[src/rtl/mant_round_pkg.sv]
package mant_round_pkg;

    typedef enum logic [1:0] {
        RM_NEAREST = 2'b00,
        RM_ZERO    = 2'b01,
        RM_POS_INF = 2'b10,
        RM_NEG_INF = 2'b11
    } round_mode_e;

endpackage

[src/rtl/mant_round_decide.sv]
module mant_round_decide
    import mant_round_pkg::*;
(
    input  logic       guard_b,
    input  logic       round_b,
    input  logic       sticky_b,
    input  logic       lsb_b,
    input  logic       sign_b,
    input  logic [1:0] mode,
    output logic       bump,
    output logic       lossy
);

    round_mode_e mode_e;

    always_comb begin
        mode_e = round_mode_e'(mode);
        lossy  = guard_b | round_b | sticky_b;
        unique case (mode_e)
            RM_NEAREST: bump = guard_b & (round_b | sticky_b | lsb_b);
            RM_ZERO:    bump = 1'b0;
            RM_POS_INF: bump = lossy & ~sign_b;
            RM_NEG_INF: bump = lossy & sign_b;
            default:    bump = guard_b & (round_b | sticky_b | lsb_b);
        endcase
    end

endmodule

[src/rtl/mant_round_incr.sv]
module mant_round_incr #(
    parameter int W  = 126,
    parameter int CW = 32
) (
    input  logic [W-1:0] a,
    input  logic         cin,
    output logic [W-1:0] y
);

    localparam int NCH = (W + CW - 1) / CW;
    localparam int LO_LAST = (NCH - 1) * CW;
    localparam int LW = W - LO_LAST;

    logic [NCH-1:0] c;

    assign c[0] = cin;

    generate
        for (genvar g = 0; g < NCH; g++) begin : g_chunk
            if (g < NCH - 1) begin : g_full
                assign {c[g+1], y[g*CW +: CW]} =
                    {1'b0, a[g*CW +: CW]} + {{CW{1'b0}}, c[g]};
            end else begin : g_last
                assign y[W-1:LO_LAST] = a[W-1:LO_LAST] + LW'(c[g]);
            end
        end
    endgenerate

endmodule

[src/rtl/mant_round_unit.sv]
module mant_round_unit
    import mant_round_pkg::*;
#(
    parameter int MANT_W  = 128,
    parameter int CHUNK_W = 32
) (
    input  logic              clk,
    input  logic              rst,
    input  logic [MANT_W-1:0] mant_d,
    input  logic              sticky_d,
    input  logic              sign_d,
    input  logic [1:0]        mode_d,
    output logic [MANT_W-3:0] mant_q,
    output logic              up_q,
    output logic              inexact_q
);

    localparam int KW = MANT_W - 2;

    logic [KW-1:0] kept;
    logic [KW-1:0] bumped;
    logic          bump;
    logic          lossy;
    logic          primed_q;

    assign kept = mant_d[MANT_W-1:2];

    mant_round_decide u_decide (
        .guard_b  (mant_d[1]),
        .round_b  (mant_d[0]),
        .sticky_b (sticky_d),
        .lsb_b    (mant_d[2]),
        .sign_b   (sign_d),
        .mode     (mode_d),
        .bump     (bump),
        .lossy    (lossy)
    );

    mant_round_incr #(.W(KW), .CW(CHUNK_W)) u_incr (
        .a   (kept),
        .cin (bump),
        .y   (bumped)
    );

    always_ff @(posedge clk) begin
        if (rst) begin
            mant_q    <= '0;
            up_q      <= 1'b0;
            inexact_q <= 1'b0;
            primed_q  <= 1'b0;
        end else begin
            mant_q    <= bumped;
            up_q      <= bump;
            inexact_q <= lossy;
            primed_q  <= 1'b1;
        end
    end

    AST_KEEP_SHIFT: assert property (@(posedge clk) disable iff (rst)
        primed_q && !up_q |-> mant_q == $past(mant_d[MANT_W-1:2]));
    AST_EXACT_QUIET: assert property (@(posedge clk) disable iff (rst)
        primed_q && $past(mant_d[1:0] == 2'b00 && !sticky_d) |-> !inexact_q && !up_q);
    AST_INEXACT_SRC: assert property (@(posedge clk) disable iff (rst)
        primed_q |-> inexact_q == $past(mant_d[1] | mant_d[0] | sticky_d));
    AST_ZERO_NO_UP: assert property (@(posedge clk) disable iff (rst)
        primed_q && $past(mode_d == 2'b01) |-> !up_q);
    AST_DIRECTED_SIGN: assert property (@(posedge clk) disable iff (rst)
        primed_q && $past(mode_d[1]) && up_q |-> $past(sign_d) == $past(mode_d[0]));
    AST_UP_VALUE: assert property (@(posedge clk) disable iff (rst)
        primed_q && up_q |-> mant_q == $past(mant_d[MANT_W-1:2]) + 1'b1);
    AST_RESET_CLEAR: assert property (@(posedge clk)
        $past(rst) |-> mant_q == '0 && !up_q && !inexact_q);

endmodule

[config.mk]
export PLATFORM = sky130hd
export DESIGN_NAME = mant_round_unit
export DESIGN_NICKNAME = d
export VERILOG_FILES = /design/src/rtl/mant_round_pkg.sv /design/src/rtl/mant_round_decide.sv /design/src/rtl/mant_round_incr.sv /design/src/rtl/mant_round_unit.sv
export SDC_FILE = /design/constraint.sdc
export NUM_CORES = 1
export LEC_CHECK = 0
export ABC_AREA = 1
export BUFFER_PORTS_ARGS = -buffer_cell sky130_fd_sc_hd__buf_2
export CORE_MARGIN = 3
export CORE_UTILIZATION = 49
export CTS_CLUSTER_DIAMETER = 50
export DETAILED_ROUTE_END_ITERATION = 6
export HOLD_SLACK_MARGIN = 0.12
export PLACE_DENSITY = 0.81
export SLEW_MARGIN = 15
export SYNTH_ARGS = -nofsm -noshare
export SYNTH_HDL_FRONTEND = slang
export SYNTH_SLANG_ARGS = --single-unit
[constraint.sdc]
create_clock -name clk -period 5.1 [get_ports clk]
set_input_delay 0.255 -clock clk [delete_from_list [all_inputs] [get_ports clk]]
set_output_delay 0.255 -clock clk [all_outputs]
set_load 0.05 [all_outputs]
==> summary.md <==
| Metric | Value |
|---|---|
| Mean Syn Cell Area | `6.58 um^2` |
| Tightest Pin Transition | `0.911 ns` |
| Gate Count Post-Synth | `1012` |
| Row cnt | `41` |
| CTS Sinks | `128` |
| Initial antenna violation count | `0` |
| Crit path launch type | `input pin` |
| Outcome | `finished, final reports clean` |
| DR pass1 iterations | `5` |
| CP Capture Type | `flip-flop` |
| GR Util met1 | `33.4%` |
| Io pins | `262` |
| Normalized max-slew margin | `39.3%` |
| Crit Path Class | `in2reg` |
| Hpwl dp | `15600 um` |
| Die ar. | `0.0150 mm^2` |
| Slowest stage delay, CP | `0.30 ns` |
| Crit path max fanout | `6` |
| Synth area leaders | `dfxtp_1 (38%), nand2_1 (15%), nor2_1 (14%), a21oi_1 (6.1%), nand3_1 (4.5%)` |
| CTS tree | `built` |
| DRC | `0` |
| Vias/cell | `5.05` |
| Largest net degree at the start of global routing | `47` |
| Period minus WS final | `4.60 ns` |
| Hold slack final | `0.131 ns` |
| #FFs+latches synth | `128` |
| Switching pwr | `850 uW` |
| Top Usage Layer GRT | `met2` |
| Detailed Route WL | `21500 um` |
| Static leakage | `0.00467 uW` |
| FMAX | `218 MHz` |
| Vias | `7752` |
| Remaining Overflow, GRT | `0` |
| Final Cell Area | `0.00940 mm^2` |
| RePlAce Congestion | `0.900` |
| Switch share | `30.8%` |
| Area Growth Syn to Fin | `41.1%` |
| Final hold violations | `0` |
| Share of layout cells above drive strength 1 | `26.6%` |
| Post-synthesis sequential area ratio | `38.5%` |
| Yosys warnings | `0` |
| Post-Syn Nets | `1154` |
| CTS root buf | `clkbuf_16` |
| Yosys cell types | `29` |
| Initial DRC Count | `549` |
| Worst path slowest cell | `nor4_2` |
| Final layout net count | `1492` |
| Max clock buf depth | `2` |
| Max VDD drop | `217 uV` |
| Max Slew Vio Count | `0` |
| Initial Utilization | `51.5%` |
| Async set or reset register ratio after synthesis | `0%` |
| Clock power frac | `41.3%` |
| Most area-hungry cell type in the Yosys netlist | `dfxtp_1` |
| Worst Hold Class | `in2reg` |
| Int Pwr | `1910 uW` |
| Comb pwr share | `19.9%` |
| Critical Path RT | `5.42 ns` |
| M2 GR Usage | `48.2%` |
| WL per Instance | `14.0 um` |
| CP most frequent cell | `ha_1` |
| Pre-CTS WS | `-0.106 ns` |
| DIE HEIGHT | `123 um` |
| Setup Buffers After CTS | `0` |
| Power density cells | `294 mW/mm^2` |
| Register share of total power | `38.8%` |
| CTS Buf Count | `17` |
| Clk slew on worst S/H paths | `0.06 ns` |
| First-pass GRT wire length | `33400 um` |
| Max-capacitance violation count | `0` |
| Post-Syn Area | `0.00666 mm^2` |
| Top-area cell type share of the netlist area | `38.5%` |
| Core area | `0.0129 mm^2` |
| Setup WS post-layout | `0.504 ns` |
| Met3 Resource Use GR | `8.16%` |
| Routed Antenna Nets | `0` |
| GRT Overall Usage | `28.3%` |
| Data arrival, critical path | `4.92 ns` |
| Part of the cycle the worst path needs | `90.1%` |
| Placed instance area | `0.00814 mm^2` |
| Final setup fails | `0` |
| CTS H-tree depth | `4` |
| Post-synth EDFFs | `0` |
| PortBufs | `261` |
| Ys flop type | `dfxtp_1` |
| Vias in the first global route | `7268` |
| Chip Width | `123 um` |
## routing by layer
| metal | vias up | share of wire, % |
|---|---|---|
| met5 | - | 0 |
| met4 | 0 | 2.2 |
| met3 | 48 | 8.5 |
| met2 | 373 | 48 |
| met1 | 3466 | 41 |
| li1 | 3865 | - |
## cell type report
class                      count  area [um^2]
fill                        1070         3530
antenna                        1         2.50
inverter                      80          300
tap                          172          215
clock inverter                10         87.6
clock buffer                  22          464
multi-input combinational    790         3750
sequential                   128         2560
timing repair buffer         333         2020
## metrics by stage
step / setup TNS [ns] / power [uW] / util, % / cells
3_3_place_gp: 0 / 1590 / 63.0 / 1434
5_1_grt: -0.0101 / 2850 / 72.7 / 1535
6_report: 0 / 2760 / 72.7 / 1536
2_1_floorplan: 0 / 1420 / - / 1012
4_1_cts: 0 / 2760 / 72.6 / 1535
3_5_place_dp: -0.530 / 1590 / 63.0 / 1434
## flip-flops by register name, indices dropped and copies added (netlist names)
name / cells
mant_q: 126
inexact_q: 1
up_q: 1
## timing repair
| action | CTS | global route |
|---|---|---|
| setup endpoints to repair | 0 | 10 |
| resized for setup | 0 | 3 |
| hold buffers | 69 | 0 |
| hold endpoints to repair | 68 | 0 |
## cells by family after synthesis
logic type / Yosys count / synth area share, %
and+or+nand+nor: 662 / 44.3
DFF: 128 / 38.5
AOI/OAI and AO/OA: 105 / 8.23
buffers and inverters: 94 / 5.48
xor gates and xnor gates: 15 / 1.97
adders and majority gates: 8 / 1.50
## cell usage in the layout (no fill, tap or decap), types with 4 or more instances in the layout
cell type,instances
inv_1,77
xor2_1,12
clkinvlp_4,5
nor2_1,242
nor3_1,5
buf_2,261
nor2_4,23
nand2_4,5
or2_2,4
nor2_2,18
nand2_2,12
and2_1,11
clkbuf_16,17
clkinv_2,4
nand2_1,268
o21a_1,8
dfxtp_1,128
ha_1,7
o21ai_0,15
nand3_1,60
dlygate4sd3_1,69
nand4_1,5
a21oi_1,81
## power groups by stage
stage / Clock (uW) / Sequential, uW / Combinational [uW]
6_report: 1140 / 1070 / 550
5_1_grt: 1190 / 1070 / 589
4_1_cts: 1140 / 1070 / 544
3_5_place_dp: 0 / 1090 / 500
3_3_place_gp: 0 / 1090 / 496
2_1_floorplan: 0 / 1290 / 131
## path summary, 6_finish.rpt
kind / from / end / slack (ns) / cells past startpoint
min: mant_d[52] / mant_q[50] / 0.13 / 3
max: mode_d[0] / mant_q[118] / 0.50 / 31
## cell usage after synthesis (all sizes together), types with 8 or more instances
master  instances
o21ai          15
ha              8
xor2           12
a21oi          81
nor2          285
and2           11
o21a            8
nand2         285
inv            80
dfxtp         128
buf            14
nand3          60
## worst max-delay path: cells and delay by family
kind	cells	cell delay, ns
XOR/XNOR	1	0.14
buffers and inverters	1	0.11
AND/OR/NAND/NOR	21	2.79
adder cells (fa/ha/maj)	8	1.63
No activity file was read; power rests on OpenSTA's default activity.
